[src/rtl/sio_pkg.sv]
package sio_pkg;
  localparam logic [2:0] REG_SEL  = 3'd0;
  localparam logic [2:0] REG_CTRL = 3'd1;
  localparam logic [2:0] REG_DATA = 3'd2;
  localparam logic [2:0] REG_ADDR = 3'd3;
  localparam logic [2:0] REG_LEN  = 3'd4;

  localparam int CTRL_START = 0;
  localparam int CTRL_DMA   = 1;
  localparam int CTRL_DIR   = 2;
  localparam int CTRL_LEN   = 4;
  localparam int SEL_RATE   = 8;

  localparam logic [1:0] DIR_RD = 2'd0;
  localparam logic [1:0] DIR_WR = 2'd1;

  typedef enum logic [1:0] {ST_IDLE, ST_NEXT, ST_RUN, ST_DRAIN} sio_st_e;

  // byte idx of a left-aligned word: idx 0 sits at bits 31:24
  function automatic logic [7:0] imm_byte(input logic [31:0] w, input logic [1:0] idx);
    return w[(5'd24 - {idx, 3'b000}) +: 8];
  endfunction

  function automatic logic [31:0] imm_merge(input logic [31:0] w, input logic [1:0] idx,
                                            input logic [7:0] b);
    logic [31:0] r;
    r = w;
    r[(5'd24 - {idx, 3'b000}) +: 8] = b;
    return r;
  endfunction

  function automatic int unsigned half_cycles(input int unsigned base, input int unsigned rate);
    return base << rate;
  endfunction

  function automatic int ones_in(input logic [7:0] v);
    int n;
    n = 0;
    for (int i = 0; i < 8; i++) n += int'(v[i]);
    return n;
  endfunction
endpackage

[src/rtl/sio_shift.sv]
module sio_shift #(
  parameter int CNT_W = 8
) (
  input  logic             clk,
  input  logic             rst_n,
  input  logic             go,
  input  logic [7:0]       tx,
  input  logic [CNT_W-1:0] half,
  input  logic             miso,
  output logic             sclk,
  output logic             mosi,
  output logic             done,
  output logic [7:0]       rx
);
  logic             act_q;
  logic [CNT_W-1:0] cnt_q;
  logic [7:0]       tsr_q;
  logic [7:0]       rsr_q;
  logic [2:0]       nbit_q;
  logic             sclk_q;
  logic             done_q;
  logic             edge_due;

  assign edge_due = act_q && (cnt_q == half - CNT_W'(1));

  always_ff @(posedge clk or negedge rst_n) begin
    if (!rst_n) begin
      act_q  <= 1'b0;
      cnt_q  <= '0;
      tsr_q  <= '0;
      rsr_q  <= '0;
      nbit_q <= '0;
      sclk_q <= 1'b0;
      done_q <= 1'b0;
    end else begin
      done_q <= 1'b0;
      if (go) begin
        act_q  <= 1'b1;
        cnt_q  <= '0;
        tsr_q  <= tx;
        nbit_q <= '0;
        sclk_q <= 1'b0;
      end else if (edge_due) begin
        cnt_q <= '0;
        if (!sclk_q) begin
          sclk_q <= 1'b1;
          rsr_q  <= {rsr_q[6:0], miso};
        end else begin
          sclk_q <= 1'b0;
          tsr_q  <= {tsr_q[6:0], 1'b0};
          nbit_q <= nbit_q + 3'd1;
          if (nbit_q == 3'd7) begin
            act_q  <= 1'b0;
            done_q <= 1'b1;
          end
        end
      end else if (act_q) begin
        cnt_q <= cnt_q + CNT_W'(1);
      end
    end
  end

  assign sclk = sclk_q;
  assign mosi = act_q & tsr_q[7];
  assign done = done_q;
  assign rx   = rsr_q;
endmodule

[src/rtl/sio_dma_pack.sv]
module sio_dma_pack #(
  parameter int AW          = 32,
  parameter int BURST_WORDS = 8
) (
  input  logic          clk,
  input  logic          rst_n,
  input  logic          start,
  input  logic [AW-1:0] base,
  input  logic          byte_vld,
  input  logic [7:0]    byte_in,
  output logic          ready,
  output logic          dma_req,
  output logic [AW-1:0] dma_addr,
  output logic [31:0]   dma_wdata,
  output logic          dma_last,
  input  logic          dma_ack
);
  localparam int BYTES = BURST_WORDS * 4;
  localparam int BI_W  = $clog2(BYTES);
  localparam int BT_W  = $clog2(BURST_WORDS);

  function automatic logic [AW-1:0] beat_address(input logic [AW-1:0] a, input logic [BT_W-1:0] k);
    return a + AW'({k, 2'b00});
  endfunction

  function automatic logic [4:0] lane_lsb(input logic [1:0] lane);
    return 5'd24 - {lane, 3'b000};
  endfunction

  logic [31:0]     buf_q [BURST_WORDS];
  logic [BI_W-1:0] bi_q;
  logic [BT_W-1:0] beat_q;
  logic            burst_q;
  logic [AW-1:0]   addr_q;
  logic            beat_last;

  assign beat_last = (beat_q == BT_W'(BURST_WORDS - 1));

  always_ff @(posedge clk or negedge rst_n) begin
    if (!rst_n) begin
      for (int i = 0; i < BURST_WORDS; i++) buf_q[i] <= '0;
      bi_q    <= '0;
      beat_q  <= '0;
      burst_q <= 1'b0;
      addr_q  <= '0;
    end else if (start) begin
      bi_q    <= '0;
      beat_q  <= '0;
      burst_q <= 1'b0;
      addr_q  <= base;
    end else if (burst_q) begin
      if (dma_ack) begin
        if (beat_last) begin
          burst_q <= 1'b0;
          beat_q  <= '0;
          addr_q  <= addr_q + AW'(BYTES);
        end else begin
          beat_q <= beat_q + BT_W'(1);
        end
      end
    end else if (byte_vld) begin
      buf_q[bi_q[BI_W-1:2]][lane_lsb(bi_q[1:0]) +: 8] <= byte_in;
      bi_q <= bi_q + BI_W'(1);
      if (bi_q == BI_W'(BYTES - 1)) burst_q <= 1'b1;
    end
  end

  assign ready     = !burst_q;
  assign dma_req   = burst_q;
  assign dma_addr  = beat_address(addr_q, beat_q);
  assign dma_wdata = buf_q[beat_q];
  assign dma_last  = burst_q && beat_last;
endmodule

[src/rtl/sio_chan_ctrl.sv]
module sio_chan_ctrl
  import sio_pkg::*;
#(
  parameter int NDEV        = 3,
  parameter int DIV_BASE    = 4,
  parameter int RATE_W      = 2,
  parameter int LEN_W       = 16,
  parameter int BURST_WORDS = 8,
  parameter int AW          = 32
) (
  input  logic            clk,
  input  logic            rst_n,
  input  logic            reg_wen,
  input  logic [2:0]      reg_addr,
  input  logic [31:0]     reg_wdata,
  output logic [31:0]     reg_rdata,
  output logic [NDEV-1:0] cs,
  output logic            sclk,
  output logic            mosi,
  input  logic            miso,
  output logic            dma_req,
  output logic [AW-1:0]   dma_addr,
  output logic [31:0]     dma_wdata,
  output logic            dma_last,
  input  logic            dma_ack
);
  localparam int MAX_HALF = DIV_BASE << ((1 << RATE_W) - 1);
  localparam int CNT_W    = $clog2(MAX_HALF + 1);

  sio_st_e          st_q;
  logic [NDEV-1:0]  cs_q;
  logic [RATE_W-1:0] rate_q;
  logic             dma_q;
  logic [1:0]       dir_q;
  logic [1:0]       nlen_q;
  logic [31:0]      data_q;
  logic [AW-1:5]    addr_q;
  logic [LEN_W-1:5] len_q;
  logic [LEN_W-1:0] left_q;
  logic [1:0]       ibyte_q;

  logic             busy;
  logic             wr_ok;
  logic             start_go;
  logic             sh_go;
  logic             sh_done;
  logic [7:0]       sh_rx;
  logic [7:0]       sh_tx;
  logic [CNT_W-1:0] half;
  logic             pk_ready;
  logic             byte_to_mem;
  logic             fin_evt;

  function automatic logic [NDEV-1:0] sel_clean(input logic [NDEV-1:0] v);
    return (ones_in(8'(v)) <= 1) ? v : '0;
  endfunction

  assign busy     = (st_q != ST_IDLE);
  assign wr_ok    = reg_wen && !busy;
  assign start_go = wr_ok && (reg_addr == REG_CTRL) && reg_wdata[CTRL_START];
  assign half     = CNT_W'(half_cycles(DIV_BASE, int'(rate_q)));

  assign sh_go = (st_q == ST_NEXT) && (!dma_q || ((left_q != '0) && pk_ready));
  assign sh_tx = (dma_q || dir_q == DIR_RD) ? 8'hFF : imm_byte(data_q, ibyte_q);
  assign byte_to_mem = (st_q == ST_RUN) && sh_done && dma_q;
  assign fin_evt = ((st_q == ST_RUN) && sh_done && !dma_q && (ibyte_q == nlen_q)) ||
                   ((st_q == ST_DRAIN) && pk_ready);

  always_ff @(posedge clk or negedge rst_n) begin
    if (!rst_n) begin
      st_q    <= ST_IDLE;
      cs_q    <= '0;
      rate_q  <= '0;
      dma_q   <= 1'b0;
      dir_q   <= '0;
      nlen_q  <= '0;
      data_q  <= '0;
      addr_q  <= '0;
      len_q   <= '0;
      left_q  <= '0;
      ibyte_q <= '0;
    end else begin
      if (wr_ok) begin
        case (reg_addr)
          REG_SEL: begin
            cs_q   <= sel_clean(reg_wdata[NDEV-1:0]);
            rate_q <= reg_wdata[SEL_RATE +: RATE_W];
          end
          REG_CTRL: begin
            dma_q  <= reg_wdata[CTRL_DMA];
            dir_q  <= reg_wdata[CTRL_DIR +: 2];
            nlen_q <= reg_wdata[CTRL_LEN +: 2];
          end
          REG_DATA: data_q <= reg_wdata;
          REG_ADDR: addr_q <= reg_wdata[AW-1:5];
          REG_LEN:  len_q  <= reg_wdata[LEN_W-1:5];
          default: ;
        endcase
      end
      case (st_q)
        ST_IDLE: begin
          if (start_go) begin
            st_q    <= ST_NEXT;
            ibyte_q <= '0;
            left_q  <= {len_q, 5'b00000};
          end
        end
        ST_NEXT: begin
          if (dma_q && left_q == '0) st_q <= ST_DRAIN;
          else if (sh_go)            st_q <= ST_RUN;
        end
        ST_RUN: begin
          if (sh_done) begin
            if (dma_q) begin
              left_q <= left_q - LEN_W'(1);
              st_q   <= ST_NEXT;
            end else begin
              if (dir_q != DIR_WR) data_q <= imm_merge(data_q, ibyte_q, sh_rx);
              if (ibyte_q == nlen_q) begin
                st_q <= ST_IDLE;
              end else begin
                ibyte_q <= ibyte_q + 2'd1;
                st_q    <= ST_NEXT;
              end
            end
          end
        end
        ST_DRAIN: if (pk_ready) st_q <= ST_IDLE;
        default: st_q <= ST_IDLE;
      endcase
    end
  end

  always_comb begin
    case (reg_addr)
      REG_SEL:  reg_rdata = 32'(cs_q) | (32'(rate_q) << SEL_RATE);
      REG_CTRL: reg_rdata = 32'({nlen_q, dir_q, dma_q, busy});
      REG_DATA: reg_rdata = data_q;
      REG_ADDR: reg_rdata = 32'({addr_q, 5'b00000});
      REG_LEN:  reg_rdata = 32'({len_q, 5'b00000});
      default:  reg_rdata = '0;
    endcase
  end

  sio_shift #(.CNT_W(CNT_W)) u_shift (
    .clk (clk),
    .rst_n(rst_n),
    .go  (sh_go),
    .tx  (sh_tx),
    .half(half),
    .miso(miso),
    .sclk(sclk),
    .mosi(mosi),
    .done(sh_done),
    .rx  (sh_rx)
  );

  sio_dma_pack #(.AW(AW), .BURST_WORDS(BURST_WORDS)) u_pack (
    .clk      (clk),
    .rst_n    (rst_n),
    .start    (start_go && reg_wdata[CTRL_DMA]),
    .base     ({addr_q, 5'b00000}),
    .byte_vld (byte_to_mem),
    .byte_in  (sh_rx),
    .ready    (pk_ready),
    .dma_req  (dma_req),
    .dma_addr (dma_addr),
    .dma_wdata(dma_wdata),
    .dma_last (dma_last),
    .dma_ack  (dma_ack)
  );

  assign cs = cs_q;
endmodule

[config.mk]
export PLATFORM = sky130hd
export DESIGN_NAME = sio_chan_ctrl
export DESIGN_NICKNAME = d
export VERILOG_FILES = /design/src/rtl/sio_pkg.sv /design/src/rtl/sio_shift.sv /design/src/rtl/sio_dma_pack.sv /design/src/rtl/sio_chan_ctrl.sv
export SDC_FILE = /design/constraint.sdc
export NUM_CORES = 1
export LEC_CHECK = 0
export ABC_AREA = 1
export BUFFER_PORTS_ARGS = -buffer_cell sky130_fd_sc_hd__buf_2
export CORE_UTILIZATION = 35
export CTS_CLUSTER_SIZE = 12
export DETAILED_ROUTE_END_ITERATION = 10
export PLACE_DENSITY = 0.65
export SYNTH_ARGS = -nofsm -noshare
export SYNTH_HDL_FRONTEND = slang
export SYNTH_SLANG_ARGS = --single-unit
export TNS_END_PERCENT = 10
[constraint.sdc]
create_clock -name clk -period 2.1 [get_ports clk]
set_input_delay 0.315 -clock clk [delete_from_list [all_inputs] [get_ports clk]]
set_output_delay 0.315 -clock clk [all_outputs]
set_load 0.05 [all_outputs]
Word level (Yosys, flattened, before mapping)
Cells that the tools add are included.
{"block": "word_totals", "reg_bits": 425}
{"block": "classes", "reduce_logical": 46, "n_lt_le_gt_ge": 4, "shifts": 6, "addsub": 15, "n_eq_ne": 21, "bitwise_logic": 8, "mux": 70}
{"op": "32-bit 2-to-1 mux", "count": 13}
{"op": "256-bit bitwise mux", "count": 1}
{"op": "32-bit one-hot mux with 5 select lines", "count": 1}
{"op": "32-bit binary-select mux with 3-bit select", "count": 1}
{"op": "32-bit demux with 3-bit select", "count": 1}
{"op": "8-bit by 7-bit variable shift with 32-bit output, first input constant", "count": 2}
{"op": "8-bit by 7-bit indexed part select with 32-bit output", "count": 2}
{"op": "16-bit 2-to-1 mux", "count": 3}
{"op": "32-bit by 5-bit adder with 32-bit output", "count": 1}
{"op": "32-bit by 6-bit adder with 32-bit output, second input constant", "count": 1}
{"op": "32-bit bitwise mux", "count": 1}
{"op": "8-bit 2-to-1 mux", "count": 4}
{"op": "16-bit one-hot mux with 2 select lines", "count": 1}
{"op": "32-bit by 6-bit indexed part select with 8-bit output", "count": 1}
{"op": "3-bit 2-to-1 mux", "count": 8}
{"op": "1-bit 2-to-1 mux", "count": 19}
{"op": "2-bit 2-to-1 mux", "count": 9}
{"op": "6-bit 2-to-1 mux", "count": 3}
{"op": "2-bit nonzero test", "count": 9}
{"op": "16-bit logical NOT", "count": 1}
{"op": "16-bit nonzero test", "count": 1}
{"op": "16-bit by 1-bit subtractor with 16-bit output, second input constant", "count": 1}
{"op": "5-bit 2-to-1 mux", "count": 3}
{"op": "5-bit negator with 7-bit output", "count": 2}
{"op": "other kinds (39)", "count": 81}

Longest topological paths before layout
Gate-level depths: netlist of run 1.
{"block": "depth", "word_depth": 8, "ltp_mapped": 13, "ltp_nobuf": 11}

Cells and area by module
From an unflattened synthesis of run 1, not the netlist that was laid out.
{"block": "hier_totals", "hier_cells": 2856, "area_unflattened_um2": 22738.1}
{"mod": "sio_dma_pack", "cells_per_inst": 1875, "n_inst": 1, "area_each_um2": 15412.3, "seq_area_each_um2": 7432.1}
{"mod": "sio_chan_ctrl", "cells_per_inst": 776, "n_inst": 1, "area_each_um2": 5761.8, "seq_area_each_um2": 2502.4}
{"mod": "sio_shift", "cells_per_inst": 205, "n_inst": 1, "area_each_um2": 1564.0, "seq_area_each_um2": 700.7}

Worst setup path after synthesis of run 1
Ideal clock, no wire load.
{"block": "synth_path", "kind": "reg2out", "start": "register u_pack.beat_q[0]", "end": "output port dma_wdata[24]", "stages_incl_launch_ff": 7, "t_required_ns": 1.785, "t_arrival_ns": 2.323, "path_buffers": 3, "path_slack_ns": -0.538, "cell_sequence": "dfrtp_1 > inv_1 > clkbuf_1 > buf_1 > buf_1 > o21ai_0 > a31oi_1"}
{"block": "synth_between", "elab_chain_cells": 4}
{"item": "from (decl)", "line": "sio_dma_pack.sv:32", "source": "logic [BT_W-1:0] beat_q;"}
{"item": "from (signal assigned)", "line": "sio_dma_pack.sv:58", "source": "beat_q <= beat_q + BT_W'(1);"}
{"item": "3-bit NOT with 4-bit output (implied by the code)", "line": "sio_dma_pack.sv:71", "source": "assign dma_wdata = buf_q[beat_q];"}
{"item": "32-bit binary-select mux with 3-bit select", "line": "sio_dma_pack.sv:71"}
{"item": "32-bit 2-to-1 mux (implied by the code) (2 in a row)", "line": "sio_dma_pack.sv:71"}
{"item": "to (decl)", "line": "sio_chan_ctrl.sv:23", "source": "output logic [31:0] dma_wdata,"}
Every way passes these cells. The select of a mux whose other input is x is not followed.

Final worst setup path of run 1
{"block": "layout_path", "start": "register u_pack.beat_q[0]", "end": "output port dma_wdata[26]"}
Same word-level chain as after synthesis.

==> results of run 1 <==
worst max-delay path by stage:
stage | startpoint | endpoint | cells past startpoint
after floorplan | reg_addr[2] | reg_rdata[16] | 4
after global placement | st_q[1] | u_pack.buf_q[98] | 10
after detailed placement | st_q[0] | u_pack.buf_q[99] | 8
after CTS | u_pack.beat_q[0] | dma_wdata[1] | 7
after global routing | u_pack.beat_q[0] | dma_wdata[27] | 7
final | u_pack.beat_q[0] | dma_wdata[26] | 7
cell usage in the layout, fill, tap and decap left out, types with 11 or more instances in the layout:
| master | instances |
|---|---|
| clkbuf_8 | 14 |
| o211ai_1 | 22 |
| buf_12 | 29 |
| a31oi_4 | 25 |
| nor2_2 | 29 |
| o21ai_1 | 129 |
| xor2_1 | 23 |
| nor2_4 | 16 |
| a21oi_2 | 13 |
| o21ai_2 | 23 |
| buf_2 | 101 |
| mux2_2 | 11 |
| nor3_1 | 23 |
| clkbuf_1 | 13 |
| a21oi_1 | 171 |
| nand4_1 | 18 |
| nand2_1 | 604 |
| inv_1 | 298 |
| nor2_1 | 276 |
| buf_6 | 37 |
| o2111ai_1 | 12 |
| clkbuf_16 | 52 |
| buf_4 | 113 |
| o22ai_1 | 16 |
| dfrtp_1 | 418 |
| nand3_1 | 96 |
| nand2_2 | 11 |
| ha_1 | 16 |
| o21ai_0 | 328 |
per-layer routing:
layer | vias up | wire, um | global-route usage [%]
met5 | - | 0 | 0
met1 | 9360 | 30400 | 29.1
met4 | 0 | 1740 | 6.74
met2 | 654 | 31800 | 34.3
li1 | 9612 | - | -
met3 | 97 | 4280 | 2.84
power by group:
part | switching (W) | internal (W) | total (W)
Sequential | 0.000370 | 0.00828 | 0.00865
Clock | 0.00347 | 0.00522 | 0.00868
Combinational | 0.00690 | 0.00386 | 0.0108
flip-flops by register name, indices dropped and copies added, names as in the netlist:
name / flops
cs: 3
u_shift.cnt_q: 6
dma_q: 1
addr_q: 27
u_shift.sclk: 1
u_shift.tsr_q: 8
st_q: 2
dir_q: 2
ibyte_q: 2
nlen_q: 2
u_shift.done: 1
u_pack.bi_q: 5
u_shift.act_q: 1
u_shift.rx: 8
u_shift.nbit_q: 3
u_pack.dma_req: 1
u_pack.addr_q: 27
len_q: 11
left_q: 16
u_pack.buf_q: 256
rate_q: 2
data_q: 32
u_pack.beat_q: 3
cell usage after synthesis, drive strengths merged, types with 19 or more instances:
cell type	count	area share, %
nand2	627	11
o21ai	480	11
dfrtp	420	48
nor2	324	6.4
inv	311	5.4
a21oi	185	4.3
nand3	100	2.4
clkbuf	87	1.5
buf	56	1.6
a31oi	35	1.0
nor3	28	0.76
xor2	23	0.92
o211ai	22	0.76
ha	19	1.1
worst max-delay path, stage by stage (launching register included):
cell and delay, ns:
dfrtp_4 0.57, inv_12 0.09, buf_8 0.16, buf_6 0.13, a21oi_1 0.10, o21ai_0 0.10, a31oi_2 0.28, buf_6 0.20
cell families after synthesis:
| logic type | count (synthesis) | synth area share, % |
|---|---|---|
| xor+xnor | 28 | 1.12 |
| other cells | 1 | 0.0172 |
| simple gates | 1108 | 21.7 |
| flops | 420 | 48.2 |
| buf+inv | 455 | 8.54 |
| mux | 11 | 0.568 |
| fa+ha+maj | 19 | 1.09 |
| compound gates | 763 | 18.8 |
final cells by class:
cell class,count,area (sq um),area share [%]
tap,837,1050,3.86
inverter,312,1200,4.44
clock inverter,13,200,0.739
multi-input combinational,1932,10100,37.2
clock buffer,75,1440,5.32
sequential,420,10500,38.8
timing repair buffer,298,2620,9.68
timing repair:
item / CTS / global route
hold buffers: 10 / 0
buffers inserted: 1 / 7
hold endpoints to repair: 49 / 0
pin swaps: 3 / 12
resized for setup: 70 / 131
gates cloned: 1 / 6
endpoints found under the setup margin: 36 / 99
per-stage QoR:
step | hold slack (ns) | cell area, sq um | instances
floorplan | 0.0194 | 22200 | 2807
global placement | 0.285 | 24700 | 3775
detailed placement | 0.280 | 24700 | 3775
CTS | 0.00654 | 26700 | 3875
global route | 0.0156 | 27100 | 3887
finish | 0.0143 | 27100 | 3887
==> reports/summary.txt, run 1 <==
Status - finished, violations left
Failing checks - setup timing
Crit share post-route - 122%
LEAKAGE - 12.3 nW
Final ANT Viol Nets - 0
Clk Latency, worst-skew pair - 0.60 ns
WS Path Type - reg2out
Max-slew violation count - 0
Row count - 91
# setup viols final - 33
Max IR drop VDD - 1.05 mV
Power Total - 0.0281 W
Die Y - 252 um
Root buffer cell - clkbuf_16
Hold Crit Class - in2reg
Clock sinks - 420
Vias - 19700
Initial Utilization - 35.4%
Syn Area/Cell - 7.78 sq um
#FFs+latches synth - 420
Buffers on Ports - 140
P&R area growth vs syn - 24.2%
Clock buffer count from CTS - 48
HP Start - reg_wdata[5]
Initial antenna violation count - 1
Mapped Area - 21800 sq um
Critical Path RT - 1.78 ns
Final Critical Period - 2.57 ns
Setup_tns - -13.33 ns
Place WS - 0.0121 ns
Worst-path fanout max - 8
Clock Path Buffers - 3
Max Clock Freq - 0.390 GHz
Power Dens Cells - 1040 nW/um^2
Sequential area share after synthesis - 48.2%
Hold depth - 3
Worst R2R Setup Slack - 0.08 ns
CTS tree - done
Syn Inst Count - 2805
RSZ-0062 raised after global routing - yes
DR WL/cell - 17.5 um
Distinct cell type count after synthesis - 49
Final worst-path setup slack - -0.466 ns
Post-DP HPWL - 48300 um
Die width - 252 um
DIE AREA - 63300 sq um
Routed vias/inst - 5.07
Reg-to-reg critical path startpoint - st_q[0]
Post-route DRC violation count - 0
Hold Path End - nlen_q[1]
Vias in the first global route - 18600
Nets@finish - 3071
GPL Wtd Cong - 1.01
Ys Warns - 0
1st-iter DRT viols - 1817
RR Endpoint - left_q[3]
Final wirelength - 68100 um
Async SR Flop Fraction - 100%
Clock transition at the registers of the reported paths - 0.06 ns
Type of origin of the critical path - register
Ant. Diodes - 0
Cells on worst reg2reg path - 10
Least-Margin Pin Slew - 0.596 ns
Max-slew headroom - 60.0%
Drt first pass iters - 8
Total GRT Usage - 21.1%
Filler Cell Count - 6127
CP Capture Type - primary output
MaxCap Viol Count - 0
Largest net degree at the start of global routing - 67
Final Skew - 0.0265 ns
Io pins - 143
H-tree depth - 2
Layout cells sized above 1 - 17.8%
Remaining global-route overflow - 0
Arrival @ worst endpoint - 2.25 ns
Fin. Hold Viols - 0
Post-synth EDFFs - 0
Core Util, Final - 44.0%
Core ar. - 61600 sq um
First-pass GRT wire length - 106000 um
Main synth FF type - dfrtp_1
(Power assumes the default switching activity.)
==> run 2: changes to the inputs <==
--- a/config.mk
+++ b/config.mk
@@ -7,10 +7,10 @@
 export LEC_CHECK = 0
 export ABC_AREA = 1
 export BUFFER_PORTS_ARGS = -buffer_cell sky130_fd_sc_hd__buf_2
-export CORE_UTILIZATION = 35
+export CORE_UTILIZATION = 55
 export CTS_CLUSTER_SIZE = 12
 export DETAILED_ROUTE_END_ITERATION = 10
-export PLACE_DENSITY = 0.65
+export PLACE_DENSITY = 0.88
 export SYNTH_ARGS = -nofsm -noshare
 export SYNTH_HDL_FRONTEND = slang
 export SYNTH_SLANG_ARGS = --single-unit
==> run 2 against run 1 <==
Die area fell by 36%. Critical endpoint is now dma_wdata[3]. The run still ends with setup timing left. Total power fell by 5.3%. Design area fell by 4.0%. Cell count fell by 9.4%.
==> reports/summary.txt, run 2 (synthesized netlist as in run 1, its figures left out) <==
Total GRT Usage - 33.3%
Clk Latency, worst-skew pair - 0.59 ns
Final ANT Viol Nets - 0
Multi-input gate area - 9930 sq um
Most frequent cells in the layout - nand2_1, dfrtp_1, o21ai_0
First-pass GRT wire length - 108000 um
Max-slew violation count - 0
Crit share post-route - 122%
Initial Utilization - 56.1%
P&R area growth vs syn - 19.3%
Layout cells sized above 1 - 15.7%
Setup_tns - -13.01 ns
DR WL/cell - 19.4 um
Buffers on Ports - 140
Row count - 72
Max-slew headroom - 57.5%
1st-iter DRT viols - 2197
Critical Path RT - 1.78 ns
Status - finished, violations left
H-tree depth - 2
Reg-to-reg critical path startpoint - u_pack.bi_q[0]
Cell-internal power - 0.0164 W
Final Skew - 0.0151 ns
Vias in the first global route - 20200
Largest register FFs - 256
Failing checks - setup timing
Remaining global-route overflow - 0
Biggest regs - u_pack.buf_q: 256 flops, data_q: 32 flops
Power Dens Cells - 1020 nW/um^2
Core Util, Final - 66.9%
Clock share of power - 31.0%
Clock Path Buffers - 3
Least-Margin Pin Slew - 0.636 ns
Die Y - 201 um
Most common cell after layout, fill and taps aside - nand2_1
Post-route DRC violation count - 0
Worst-path fanout max - 32
Clock transition at the registers of the reported paths - 0.06 ns
Nets@finish - 3034
WS Path Type - reg2out
RSZ-0062 raised after global routing - yes
Arrival @ worst endpoint - 2.24 ns
Sw frac - 38.5%
Final wirelength - 68300 um
Post-DP HPWL - 46800 um
Final Critical Period - 2.56 ns
Net Switching - 0.0103 W
Die width - 201 um
HP Start - reg_wdata[31]
Max Clock Freq - 0.391 GHz
Io pins - 143
Fin. Hold Viols - 0
LEAKAGE - 12.0 nW
Largest net degree at the start of global routing - 77
Comb pwr share - 36.5%
CTS tree - done
Drt first pass iters - 8
Root buffer cell - clkbuf_16
Final worst-path setup slack - -0.457 ns
Most flops, register - u_pack.buf_q
Max IR drop VDD - 1.34 mV
Type of origin of the critical path - register
Initial antenna violation count - 0
Routed vias/inst - 5.92
Hold Crit Class - in2reg
# setup viols final - 34
Clock buffer count from CTS - 46
Fin Hold WS - 0.0159 ns
Core ar. - 38900 sq um
DIE AREA - 40500 sq um
Seq pwr share - 32.5%
Register area - 10500 sq um
Worst setup path start - u_pack.beat_q[0]
Clock sinks - 420
Ant. Diodes - 0
CP Capture Type - primary output
Filler Cell Count - 3018
MaxCap Viol Count - 0
Vias - 20800
GPL Wtd Cong - 1.02
run 2: final timing paths:
kind,to,slack [ns],cells after the start
setup / recovery,dma_wdata[3],-0.46,7
max in group asynchronous,u_pack.buf_q[54],1.10,4
hold reg to reg,u_pack.buf_q[129],0.48,2
setup reg to reg,u_pack.buf_q[132],-0.05,8
hold / removal,addr_q[31],0.02,2
min in group asynchronous,addr_q[13],0.21,2
run 2: timing repair:
item | 4_1_cts | 5_1_grt
endpoints found under the hold margin | 79 | 0
gates resized for setup | 70 | 46
hold buffers | 11 | 0
gates cloned | 0 | 2
buffers inserted | 0 | 1
endpoints found under the setup margin | 36 | 161
run 2: layout make-up:
type                       instances  area share (%)
tap                              518            2.49
multi-input combinational       1932            38.1
clock buffer                      63            5.06
inverter                         312            4.61
timing repair buffer             263            8.53
sequential                       420            40.4
clock inverter                    14           0.779
run 2: metal layers:
layer,share of wire [%],up-vias,global-route usage [%]
li1,-,9497,-
met2,49,1218,56.0
met4,4.0,0,13.0
met1,38,9932,43.2
met5,0,-,0
met3,9.4,198,5.54
run 2: power groups by stage:
| stage | sequential, W | combinational, W | clock [W] |
|---|---|---|---|
| 2_1_floorplan | 0.00863 | 0.00626 | 0 |
| 3_3_place_gp | 0.00874 | 0.00839 | 0 |
| 3_5_place_dp | 0.00875 | 0.00848 | 0 |
| 4_1_cts | 0.00862 | 0.00922 | 0.00826 |
| 5_1_grt | 0.00866 | 0.0102 | 0.00861 |
| 6_report | 0.00866 | 0.00972 | 0.00824 |
run 2: critical path: stages, from the launching register on:
cell and delay, ns:
dfrtp_4 0.56, buf_12 0.16, clkbuf_16 0.20, o21ai_0 0.25
nand2_1 0.09, nor2_1 0.14, a31oi_2 0.06, buf_6 0.17
run 2: through the flow:
step	setup slack (ns)	instance area, sq um	instances	total power, W
2_1_floorplan	-0.0651	22200	2807	0.0149
3_3_place_gp	0.0401	24000	3431	0.0171
3_5_place_dp	0.0203	24000	3431	0.0172
4_1_cts	-0.442	25800	3519	0.0261
5_1_grt	-0.548	26000	3522	0.0275
6_report	-0.457	26000	3522	0.0266
